### config.mk
export PLATFORM = sky130hd
export DESIGN_NAME = trace_event_mux
export DESIGN_NICKNAME = d
export VERILOG_FILES = /design/src/rtl/evtr_pkg.sv /design/src/rtl/evtr_regs.sv /design/src/rtl/evtr_tstamp.sv /design/src/rtl/evtr_arb.sv /design/src/rtl/trace_event_mux.sv
export SDC_FILE = /design/constraint.sdc
export NUM_CORES = 2
export LEC_CHECK = 0
export BUFFER_PORTS_ARGS = -buffer_cell sky130_fd_sc_hd__buf_2
export CORE_ASPECT_RATIO = 1.25
export CORE_MARGIN = 2
export CORE_UTILIZATION = 50
export DETAILED_ROUTE_END_ITERATION = 8
export GPL_TIMING_DRIVEN = 0
export PLACE_DENSITY_LB_ADDON = 0.12
export SLEW_MARGIN = 20
export SYNTH_ARGS = -nofsm -noshare
export SYNTH_HDL_FRONTEND = slang
export SYNTH_SLANG_ARGS = --single-unit
### constraint.sdc
create_clock -name clk -period 4 [get_ports clk]
set_input_delay 0.2 -clock clk [delete_from_list [all_inputs] [get_ports clk]]
set_output_delay 0.2 -clock clk [all_outputs]
set_load 0.03 [all_outputs]
### src/rtl/evtr_pkg.sv
package evtr_pkg;
  localparam int PORT_W = 5;
  localparam int DATA_W = 32;

  typedef enum logic [1:0] {
    SRC_NONE = 2'b00,
    SRC_SW   = 2'b01,
    SRC_HW   = 2'b10,
    SRC_TS   = 2'b11
  } src_e;

  typedef struct packed {
    src_e              src;
    logic [PORT_W-1:0] port;
    logic [DATA_W-1:0] data;
  } pkt_t;

  // lock group that covers a stimulus port
  function automatic int unsigned grp_of(int unsigned port);
    return port / 8;
  endfunction

  // next counter value: clear wins, then a saturating step
  function automatic logic [31:0] ts_step(logic [31:0] cnt, logic [31:0] maxv,
                                          logic adv, logic clr);
    if (clr) return 32'd0;
    if (adv && cnt != maxv) return cnt + 32'd1;
    return cnt;
  endfunction
endpackage

### src/rtl/evtr_regs.sv
module evtr_regs import evtr_pkg::*; #(
  parameter int                 N_PORTS = 32,
  parameter logic [N_PORTS-1:0] PRESENT = '1,
  parameter bit                 HAS_TER = 1'b1,
  parameter bit                 HAS_TPR = 1'b1
) (
  input  logic                             clk,
  input  logic                             rst_n,
  input  logic                             trace_on,
  input  logic                             bus_rd,
  input  logic                             bus_wr,
  input  logic                             bus_priv,
  input  logic [11:0]                      bus_addr,
  input  logic [31:0]                      bus_wdata,
  input  logic [N_PORTS-1:0]               pop,
  output logic [31:0]                      bus_rdata,
  output logic [N_PORTS-1:0]               full,
  output logic [N_PORTS-1:0][DATA_W-1:0]   buf_data
);
  localparam int         N_GRP    = (N_PORTS + 7) / 8;
  localparam logic [11:0] ENA_ADDR = 12'hE00;
  localparam logic [11:0] LCK_ADDR = 12'hE40;

  logic [N_PORTS-1:0] ena_q;
  logic [N_GRP-1:0]   lck_q;
  logic [N_PORTS-1:0] sel, locked, stim_acc;
  logic               stim_hit, wr_en, ena_wr, lck_wr;

  assign wr_en    = bus_wr && trace_on;
  assign stim_hit = (bus_addr[11:7] == 5'd0) && (bus_addr[1:0] == 2'b00);
  assign ena_wr   = wr_en && HAS_TER && (bus_addr == ENA_ADDR);
  assign lck_wr   = wr_en && HAS_TPR && (bus_addr == LCK_ADDR);

  always_comb begin
    for (int i = 0; i < N_PORTS; i++) begin
      sel[i]    = stim_hit && (bus_addr[6:2] == 5'(i));
      locked[i] = lck_q[grp_of(i)] && !bus_priv;
    end
  end

  // a write lands only in an empty, present, enabled, unlocked buffer
  assign stim_acc = {N_PORTS{wr_en}} & sel & PRESENT & ena_q & ~locked & ~full;

  always_ff @(posedge clk or negedge rst_n) begin
    if (!rst_n) begin
      ena_q <= '0;
      lck_q <= '0;
      full  <= '0;
    end else begin
      if (ena_wr) ena_q <= bus_wdata[N_PORTS-1:0];
      if (lck_wr) lck_q <= bus_wdata[N_GRP-1:0];
      full <= (full & ~pop) | stim_acc;
    end
  end

  for (genvar g = 0; g < N_PORTS; g++) begin : g_buf
    always_ff @(posedge clk or negedge rst_n) begin
      if (!rst_n)           buf_data[g] <= '0;
      else if (stim_acc[g]) buf_data[g] <= bus_wdata;
    end


    held_word_chk: assert property (@(posedge clk) disable iff (!rst_n)
      (full[g] && !pop[g]) |=> (full[g] && $stable(buf_data[g])));
  end

  always_comb begin
    bus_rdata = '0;
    if (bus_rd) begin
      if (|(sel & PRESENT)) bus_rdata[0] = ~|(sel & PRESENT & full);
      if (HAS_TER && bus_addr == ENA_ADDR) bus_rdata[N_PORTS-1:0] = ena_q;
      if (HAS_TPR && bus_addr == LCK_ADDR) bus_rdata[N_GRP-1:0] = lck_q;
    end
  end


  ctl_frozen_chk: assert property (@(posedge clk) disable iff (!rst_n)
    !trace_on |=> ($stable(ena_q) && $stable(lck_q) && ((full & ~$past(full)) == '0)));
endmodule

### src/rtl/evtr_tstamp.sv
module evtr_tstamp import evtr_pkg::*; #(
  parameter int TS_W = 21
) (
  input  logic            clk,
  input  logic            rst_n,
  input  logic            trace_on,
  input  logic            ts_sel,
  input  logic            ts_tick,
  input  logic            clr,
  output logic [TS_W-1:0] cnt
);
  localparam logic [TS_W-1:0] TS_MAX   = '1;
  localparam logic [31:0]     TS_MAX32 = 32'(TS_MAX);

  logic adv;
  assign adv = trace_on && (ts_sel ? ts_tick : 1'b1);

  always_ff @(posedge clk or negedge rst_n) begin
    if (!rst_n) cnt <= '0;
    else        cnt <= TS_W'(ts_step(32'(cnt), TS_MAX32, adv, clr));
  end


  ts_sat_chk: assert property (@(posedge clk) disable iff (!rst_n)
    (cnt == TS_MAX && !clr) |=> (cnt == TS_MAX));


  ts_frozen_chk: assert property (@(posedge clk) disable iff (!rst_n)
    (!trace_on && !clr) |=> $stable(cnt));


  ts_zero_chk: assert property (@(posedge clk) disable iff (!rst_n)
    clr |=> (cnt == '0));
endmodule

### src/rtl/evtr_arb.sv
module evtr_arb import evtr_pkg::*; #(
  parameter int N_PORTS = 32,
  parameter int TS_W    = 21
) (
  input  logic                           clk,
  input  logic                           rst_n,
  input  logic                           trace_on,
  input  logic [N_PORTS-1:0]             full,
  input  logic [N_PORTS-1:0][DATA_W-1:0] buf_data,
  input  logic                           hw_valid,
  input  logic [PORT_W-1:0]              hw_port,
  input  logic [DATA_W-1:0]              hw_data,
  output logic                           hw_ready,
  input  logic [TS_W-1:0]                ts_cnt,
  output logic                           ts_clr,
  output logic [N_PORTS-1:0]             pop,
  input  logic                           pkt_ready,
  output logic                           pkt_valid,
  output pkt_t                           pkt
);
  logic              out_free, take, sw_any, load, ts_pend, sent_evt;
  logic [PORT_W-1:0] sw_idx;
  src_e              pick;
  pkt_t              nxt;

  assign out_free = !pkt_valid || pkt_ready;
  assign take     = trace_on && out_free;
  assign sw_any   = |full;

  // lowest full port wins among software buffers
  always_comb begin
    logic found;
    found  = 1'b0;
    sw_idx = '0;
    for (int i = 0; i < N_PORTS; i++) begin
      if (full[i] && !found) begin
        sw_idx = PORT_W'(i);
        found  = 1'b1;
      end
    end
  end

  always_comb begin
    if (sw_any)        pick = SRC_SW;
    else if (hw_valid) pick = SRC_HW;
    else if (ts_pend)  pick = SRC_TS;
    else               pick = SRC_NONE;
  end

  always_comb begin
    nxt.src  = pick;
    nxt.port = '0;
    nxt.data = '0;
    case (pick)
      SRC_SW: begin nxt.port = sw_idx;  nxt.data = buf_data[sw_idx]; end
      SRC_HW: begin nxt.port = hw_port; nxt.data = hw_data;          end
      SRC_TS: nxt.data = DATA_W'(ts_cnt);
      default: ;
    endcase
  end

  assign load     = take && (pick != SRC_NONE);
  assign hw_ready = take && !sw_any;
  assign ts_clr   = load && (pick == SRC_TS);
  assign pop      = (load && pick == SRC_SW) ?
                    ({{(N_PORTS-1){1'b0}}, 1'b1} << sw_idx) : '0;
  assign sent_evt = pkt_valid && pkt_ready && (pkt.src != SRC_TS);

  always_ff @(posedge clk or negedge rst_n) begin
    if (!rst_n) begin
      pkt_valid <= 1'b0;
      pkt       <= '0;
      ts_pend   <= 1'b0;
    end else begin
      if (load) begin
        pkt_valid <= 1'b1;
        pkt       <= nxt;
      end else if (pkt_ready) begin
        pkt_valid <= 1'b0;
      end
      ts_pend <= ts_clr ? 1'b0 : (ts_pend | sent_evt);
    end
  end


  hold_pkt_chk: assert property (@(posedge clk) disable iff (!rst_n)
    (pkt_valid && !pkt_ready) |=> (pkt_valid && $stable(pkt)));


  hw_after_sw_chk: assert property (@(posedge clk) disable iff (!rst_n)
    (hw_valid && hw_ready) |-> (full == '0));


  quiet_off_chk: assert property (@(posedge clk) disable iff (!rst_n)
    !trace_on |=> !$rose(pkt_valid));


  single_pop_chk: assert property (@(posedge clk) disable iff (!rst_n)
    $onehot0(pop));
endmodule

### src/rtl/trace_event_mux.sv
module trace_event_mux import evtr_pkg::*; #(
  parameter int          N_PORTS      = 32,
  parameter int          TS_W         = 21,
  parameter logic [31:0] STIM_PRESENT = 32'hFFFF_FFFF,
  parameter bit          HAS_TER      = 1'b1,
  parameter bit          HAS_TPR      = 1'b1
) (
  input  logic        clk,
  input  logic        rst_n,
  input  logic        trace_on,
  input  logic        bus_rd,
  input  logic        bus_wr,
  input  logic        bus_priv,
  input  logic [11:0] bus_addr,
  input  logic [31:0] bus_wdata,
  output logic [31:0] bus_rdata,
  input  logic        hw_valid,
  input  logic [4:0]  hw_port,
  input  logic [31:0] hw_data,
  output logic        hw_ready,
  input  logic        ts_sel,
  input  logic        ts_tick,
  output logic        pkt_valid,
  input  logic        pkt_ready,
  output logic [1:0]  pkt_src,
  output logic [4:0]  pkt_port,
  output logic [31:0] pkt_data
);
  logic [N_PORTS-1:0]             full, pop;
  logic [N_PORTS-1:0][DATA_W-1:0] buf_data;
  logic [TS_W-1:0]                ts_cnt;
  logic                           ts_clr;
  pkt_t                           pkt;

  evtr_regs #(
    .N_PORTS(N_PORTS), .PRESENT(STIM_PRESENT[N_PORTS-1:0]),
    .HAS_TER(HAS_TER), .HAS_TPR(HAS_TPR)
  ) u_regs (
    .clk(clk), .rst_n(rst_n), .trace_on(trace_on), .bus_rd(bus_rd),
    .bus_wr(bus_wr), .bus_priv(bus_priv), .bus_addr(bus_addr),
    .bus_wdata(bus_wdata), .pop(pop), .bus_rdata(bus_rdata),
    .full(full), .buf_data(buf_data)
  );

  evtr_tstamp #(.TS_W(TS_W)) u_ts (
    .clk(clk), .rst_n(rst_n), .trace_on(trace_on), .ts_sel(ts_sel),
    .ts_tick(ts_tick), .clr(ts_clr), .cnt(ts_cnt)
  );

  evtr_arb #(.N_PORTS(N_PORTS), .TS_W(TS_W)) u_arb (
    .clk(clk), .rst_n(rst_n), .trace_on(trace_on), .full(full),
    .buf_data(buf_data), .hw_valid(hw_valid), .hw_port(hw_port),
    .hw_data(hw_data), .hw_ready(hw_ready), .ts_cnt(ts_cnt),
    .ts_clr(ts_clr), .pop(pop), .pkt_ready(pkt_ready),
    .pkt_valid(pkt_valid), .pkt(pkt)
  );

  assign pkt_src  = pkt.src;
  assign pkt_port = pkt.port;
  assign pkt_data = pkt.data;
endmodule

# Word-level counts from Yosys, hierarchy flattened

Index checks and enable logic that the tools add are counted.

Register bits after elaboration: 1154
Bits of input ports: 91

Reductions and logical operators: 125
Mux-type cells: 85
Shift-type cells: 1
Magnitude comparators: 1
Eq/ne operators: 38
Add/sub/neg operators: 1
Bitwise gates (word level): 11

Operators with widths:

| operator                                             | number |
|---|---|
| bitwise AND 32 bit                                   | 6 |
| binary-select mux 32 bit (select 5 bit)              | 1 |
| 2-to-1 mux 5 bit                                     | 30 |
| 2-to-1 mux 32 bit                                    | 4 |
| NOT 32 bit                                           | 3 |
| case mux 32 bit (3 select lines)                     | 1 |
| OR reduction 32 bit                                  | 3 |
| 2-to-1 mux 21 bit                                    | 4 |
| equality test 5 bit (second input constant)          | 16 |
| logical AND 1 bit                                    | 80 |
| equality test 5 x 4 -> 1 bit (second input constant) | 8 |
| 2-to-1 mux 1 bit                                     | 40 |
| logical NOT 1 bit                                    | 35 |
| OR 32 bit                                            | 1 |
| left shift 1 x 5 -> 32 bit (first input constant)    | 1 |
| equality test 12 bit (second input constant)         | 2 |
| adder 21 x 1 -> 21 bit (second input constant)       | 1 |
| inequality test 21 bit (second input constant)       | 1 |
| equality test 5 x 3 -> 1 bit (second input constant) | 4 |
| equality test 5 x 2 -> 1 bit (second input constant) | 2 |
| logical NOT 5 bit                                    | 2 |
| case mux 5 bit (2 select lines)                      | 1 |
| < comparator 5 x 6 -> 1 bit (second input constant)  | 1 |
| 2-to-1 mux 2 bit                                     | 3 |
| 9 further kinds                                      | 12 |

# Logic depth before layout (Yosys ltp)

Depth after elaboration: 99
Depth in mapped cells: 14
Gate-level depth less buffers: 12

# Modules after synthesis

From an unflattened synthesis, not the netlist that was laid out.

Cells, all modules: 4488
Area total of the unflattened synthesis: 54969.0 µm²

By module, submodules not included:

| module      | sequential area each (µm²) | cells an instance | area each (µm²) | times used |
|---|---|---|---|---|
| evtr_regs   | 27326.2                    | 2598              | 41927.7         | 1 |
| evtr_arb    | 1026.0                     | 1772              | 11836.4         | 1 |
| evtr_tstamp | 525.5                      | 118               | 1204.9          | 1 |

# Least setup slack after synthesis

No wires, ideal clock.

Kind: register -> register
From: register u_regs.full[9]
To: register, netlist name u_arb.pkt[18]
Arrival time: 3539 ps
Library setup time: 69 ps
Setup slack: 392 ps
Cell stages (with the launch flop): 14
Period minus slack after synthesis: 3608 ps
Data required time: 3931 ps
Path buffers: 1
Cell sequence: dfrtp_1 > nor4_1 > nand4_1 > or3_1 > o21bai_1 > ha_1 > or2_2 > nor2_1 > nand4_1 > nand2b_1 > clkbuf_1 > a2111oi_0 > a211oi_1 > nand3_1

Longest elaborated chain between the ends: 71
Elaborated cells between the ends (all ways): 100
Classes of those cells: eq/ne (3); mux (49); reduce/logical (48)

RTL lines:

| element                                 | RTL line        | RTL |
|---|---|---|
| from (decl)                             | evtr_regs.sv:17 | `output logic [N_PORTS-1:0] full,` |
| from (signal assigned)                  | evtr_regs.sv:52 | `full <= (full & ~pop) \| stim_acc;` |
| logical AND 1 bit                       | evtr_arb.sv:36  | `if (full[i] && !found) begin` |
| 2-to-1 mux 1 bit                        | evtr_arb.sv:36  |  |
| logical NOT 1 bit                       | evtr_arb.sv:36  |  |
| logical AND 1 bit                       | evtr_arb.sv:36  |  |
| 2-to-1 mux 1 bit                        | evtr_arb.sv:36  |  |
| logical NOT 1 bit                       | evtr_arb.sv:36  |  |
| logical AND 1 bit                       | evtr_arb.sv:36  |  |
| 2-to-1 mux 1 bit                        | evtr_arb.sv:36  |  |
| (+55 left out)                          | -               |  |
| logical AND 1 bit                       | evtr_arb.sv:36  |  |
| 2-to-1 mux 1 bit                        | evtr_arb.sv:36  |  |
| logical NOT 1 bit                       | evtr_arb.sv:36  |  |
| logical AND 1 bit                       | evtr_arb.sv:36  |  |
| 2-to-1 mux 5 bit                        | evtr_arb.sv:36  |  |
| binary-select mux 32 bit (select 5 bit) | evtr_arb.sv:55  | `SRC_SW: begin nxt.port = sw_idx; nxt.data = buf_data[sw_idx]; end` |
| 2-to-1 mux 32 bit (not written as such) | evtr_arb.sv:55  |  |
| case mux 32 bit (3 select lines)        | evtr_arb.sv:54  | `case (pick)` |

Parallel ways exist; a longest one is shown, timed or not. The select of a mux whose other input is x is not followed.
A chain may end at the register's enable or synchronous reset.

# Final worst setup path

From: register u_regs.full[7]
To: register, netlist name u_arb.pkt[22]

Longest elaborated chain between the ends: 77
Elaborated cells between the ends (all ways): 108
Classes of those cells: eq/ne (3); mux (53); reduce/logical (52)

RTL lines:

| element                                 | RTL line |
|---|---|
| logical AND 1 bit                       | evtr_arb.sv:36 |
| 2-to-1 mux 1 bit                        | evtr_arb.sv:36 |
| logical NOT 1 bit                       | evtr_arb.sv:36 |
| logical AND 1 bit                       | evtr_arb.sv:36 |
| 2-to-1 mux 1 bit                        | evtr_arb.sv:36 |
| logical NOT 1 bit                       | evtr_arb.sv:36 |
| logical AND 1 bit                       | evtr_arb.sv:36 |
| 2-to-1 mux 1 bit                        | evtr_arb.sv:36 |
| (+61 left out)                          | - |
| logical AND 1 bit                       | evtr_arb.sv:36 |
| 2-to-1 mux 1 bit                        | evtr_arb.sv:36 |
| logical NOT 1 bit                       | evtr_arb.sv:36 |
| logical AND 1 bit                       | evtr_arb.sv:36 |
| 2-to-1 mux 5 bit                        | evtr_arb.sv:36 |
| binary-select mux 32 bit (select 5 bit) | evtr_arb.sv:55 |
| 2-to-1 mux 32 bit (not written as such) | evtr_arb.sv:55 |
| case mux 32 bit (3 select lines)        | evtr_arb.sv:54 |

Parallel ways exist; a longest one is shown, timed or not. The select of a mux whose other input is x is not followed.

==> metrics.md <==
| Metric | Value |
|---|---|
| Status | finished with violations |
| Failing checks | setup timing |
| Slowest-stage cell, CP | a21oi_1 |
| DR iter-0 viols | 5448 |
| Worst path depth | 10 |
| DR WL/cell | 36.05 µm |
| CP Capture Type | flop |
| Hold Path Depth | 5 |
| Die ar. | 112700 µm² |
| Initial Utilization | 50.19% |
| Synth cell count leaders | dfrtp_1, mux2_2, nand2_1 |
| Synth top area share | 52.50% |
| Top-count cell post-synth | dfrtp_1 |
| Final worst slack | -0.2239 ns |
| Rel. slew slack | 12.90% |
| Gr usage total | 42.48% |
| CTS tree | yes |
| Crit-path cells | buf_4 > nor2_1 > o31ai_1 > a21oi_1 > o221a_2 > clkbuf_2 > clkbuf_2 > a31oi_1 > a31oi_1 > o211ai_1 |
| Post-route ant nets | 0 |
| Synth Area in Adders | 0.1365% |
| Synth unique cells | 75 |
| Kind of critical path | flop to flop |
| Crit-path max cell delay | 0.75 ns |
| Global-route wire length before repair | 330400 µm |
| Num rows | 136 |
| CP top delay family | compound AO/OA/AOI/OAI gates |
| Grt ovf | 0 |
| Drt drc | 0 |
| Vias | 43400 |
| P&R area growth vs syn | 15.73% |
| Skew final | 0.05813 ns |
| Synth Area in Compound Gates | 5.098% |
| Initial antenna violation count | 22 |
| Buffers on Ports | 162 |
| Post-Synth Simple-Gate Area | 11.72% |
| Mean Syn Cell Area | 11.58 µm² |
| CP Launch Type | flop |
| Syn_nets | 4847 |
| Synth Area in XOR/XNOR | 0.2389% |
| Fillers | 9470 |
| Post-layout util | 58.08% |
| YS warnings | 0 |
| Peak VDD IR | 0.0004119 V |
| Largest family of logic cells by synthesized area | multiplexers |
| CTS H-tree depth | 3 |
| Asr flop ratio synth | 100.0% |
| EDFF count, synth | 0 |
| TritonRoute pass-1 iters | 6 |
| Number of max-cap violations | 0 |
| Worst path arrival time | 4.74 ns |
| CP Data Required Time | 4.52 ns |
| Clock sink count | 1154 |
| Ratio of cells with drive above 1 in the final layout | 34.57% |
| Top FF cell, synth | dfrtp_1 |
| Post-DP HPWL | 169400 µm |
| Final WL | 240700 µm |
| Final Slew Violations | 0 |
| Maximum fanout along the worst path | 10 |
| Post-synthesis cell count | 4750 |
| Mux cell area share after synthesis | 26.93% |
| Cell taking the most area after synthesis | dfrtp_1 |
| FF-to-FF path depth | 10 |
| Max Buffers Root-to-Sink | 3 |
| Die width | 300.7 µm |
| Die Height | 374.8 µm |
| Worst Hold Class | input pin to flop |
| Vias in the first global route | 42080 |
| Final Wtd Congestion | 1.020 |
| Seq/Total Area, Yosys | 52.50% |
| CP Buf/Inv Count | 3 |
| Synth area leaders | dfrtp_1, mux2_2, nand2_1 |
| Number of synthesized register bits | 1154 |
| Area post-placement | 58060 µm² |
| Worst slew pin tran | 1.306 ns |
| Cell chosen for the clock root | clkbuf_16 |
| PD cells | 412.9 nW/µm² |
| Tmin final | 4.224 ns |
| Clock Latency Late Sink | 0.80 ns |
| Reg clk slew, reported paths | 0.07 ns |
| Static Leak | 30.85 nW |
| Final setup viols | 13 |
| Fin crit share | 105.6% |
| Via/cell ratio | 6.501 |
| Final Hold Vio Count | 0 |
| Mapped cell area | 55000 µm² |
| CTS Buf Count | 118 |
| Largest net degree at the start of global routing | 121 |
| Highest Clock Rate | 236.8 MHz |
| Design Area, Final | 63650 µm² |
| Io pins | 164 |
| Hold WS | 0.02318 ns |
| CORE AREA | 109600 µm² |
| Total Nets Final | 5218 |
routing by layer:
metal | GRT usage (%) | wire [µm] | vias up
met1 | 55.01 | 91380 | 22440
met3 | 9.286 | 23700 | 746
met5 | 0 | 127 | -
li1 | - | - | 17640
met4 | 33.22 | 22740 | 18
met2 | 61.78 | 102800 | 2563
sequential cells by signal, summed over array words and instances, names as in the netlist:
name             count
u_regs.buf_data   1024
u_regs.lck_q         4
u_ts.cnt            21
u_arb.pkt_valid      1
u_arb.pkt           39
u_regs.full         32
u_arb.ts_pend        1
u_regs.ena_q        32
cells by family (layout without fill, tap and decap cells):
kind of cell / Yosys count / in the layout
muxes: 1344 / 1344
DFF: 1154 / 1154
other: 0 / 7
buffers and inverters: 424 / 895
adders and majority gates: 6 / 6
and+or+nand+nor: 1390 / 1390
AOI/OAI and AO/OA: 417 / 417
xor gates and xnor gates: 15 / 15
where the power goes:
group / leakage (nW) / switching (mW) / internal (mW) / total (mW)
combinational: 12.8 / 1.67 / 0.555 / 2.22
sequential: 16.0 / 0.212 / 11.9 / 12.1
clock: 2.03 / 5.06 / 6.93 / 12.0
final cells by class:
cell class	instances	area, µm²	share of cell area, %
plain buffers	404	2143	3.367
diodes	7	17.52	0.02752
clock buffers	178	3572	5.612
repair buffers	254	1904	2.992
inverters	17	67.56	0.1061
clock inverters	42	590.6	0.9278
multi-input cells	3172	24640	38.72
flip-flops and latches	1154	28900	45.40
well taps	1449	1813	2.848
through the flow:
| stage | setup slack, ns | std cells | TNS, ns | total power, mW |
|---|---|---|---|---|
| after floorplan | 0.3919 | 4750 | 0 | 13.11 |
| after global placement | -23.21 | 6361 | - | 14.29 |
| after detailed placement | -2.132 | 6378 | -263.67 | 14.35 |
| after CTS | 0.0004179 | 6667 | 0 | 26.22 |
| after global routing | -0.0001186 | 6670 | -0.0001186 | 26.84 |
| final | -0.2239 | 6677 | -0.6983 | 26.28 |
path summary, 6_finish.rpt:
check	start	end	slack, ns
max	u_regs.full[7]$_DFF_PN0_	u_arb.pkt[22]$_DFFE_PN0P_	-0.22
min	hw_data[29]	u_arb.pkt[29]$_DFFE_PN0P_	0.02
max reg2reg	u_regs.full[7]$_DFF_PN0_	u_arb.pkt[22]$_DFFE_PN0P_	-0.22
min reg2reg	u_arb.pkt[36]$_DFFE_PN0P_	u_arb.pkt[36]$_DFFE_PN0P_	0.50
max in group asynchronous	rst_n	u_regs.buf_data[331]$_DFFE_PN0P_	1.46
min in group asynchronous	rst_n	u_regs.buf_data[146]$_DFFE_PN0P_	0.03
worst min-delay path, cell delays in order:
cell and delay, ns:
buf_2 0.08, a21oi_1 0.05, nor2_1 0.19, a31oi_1 0.10, o311ai_2 0.12
cells in the final DEF (no fill, tap or decap), types with 17 or more instances in the layout:
master / synthesis / routed
mux2i_1: 260 / 255
mux2_2: 1083 / 1083
buf_6: 6 / 30
a32o_1: 22 / 22
clkbuf_16: 0 / 122
clkbuf_2: 0 / 38
clkbuf_8: 0 / 34
o21ai_0: 104 / 91
dlygate4sd3_1: 0 / 53
clkbuf_1: 242 / 205
a31oi_1: 17 / 17
a21oi_1: 93 / 89
nor2_1: 69 / 62
nand2b_1: 19 / 18
o31ai_1: 23 / 19
dfrtp_2: 0 / 17
buf_4: 18 / 53
and2_1: 36 / 36
clkinv_2: 0 / 17
a22oi_1: 23 / 23
dfrtp_1: 1154 / 1137
and3_1: 31 / 31
nand4_1: 28 / 28
nand2_1: 696 / 689
nand3_1: 395 / 392
buf_2: 123 / 260
what timing repair did:
item                                    4_1_cts  5_1_grt
hold buffers                                 54        0
pin swaps                                    10        5
endpoints found under the hold margin       367        0
setup buffers                                18        2
gates resized for setup                     174       58
endpoints found under the setup margin       72       33
Power figures use the tool's default switching activity.
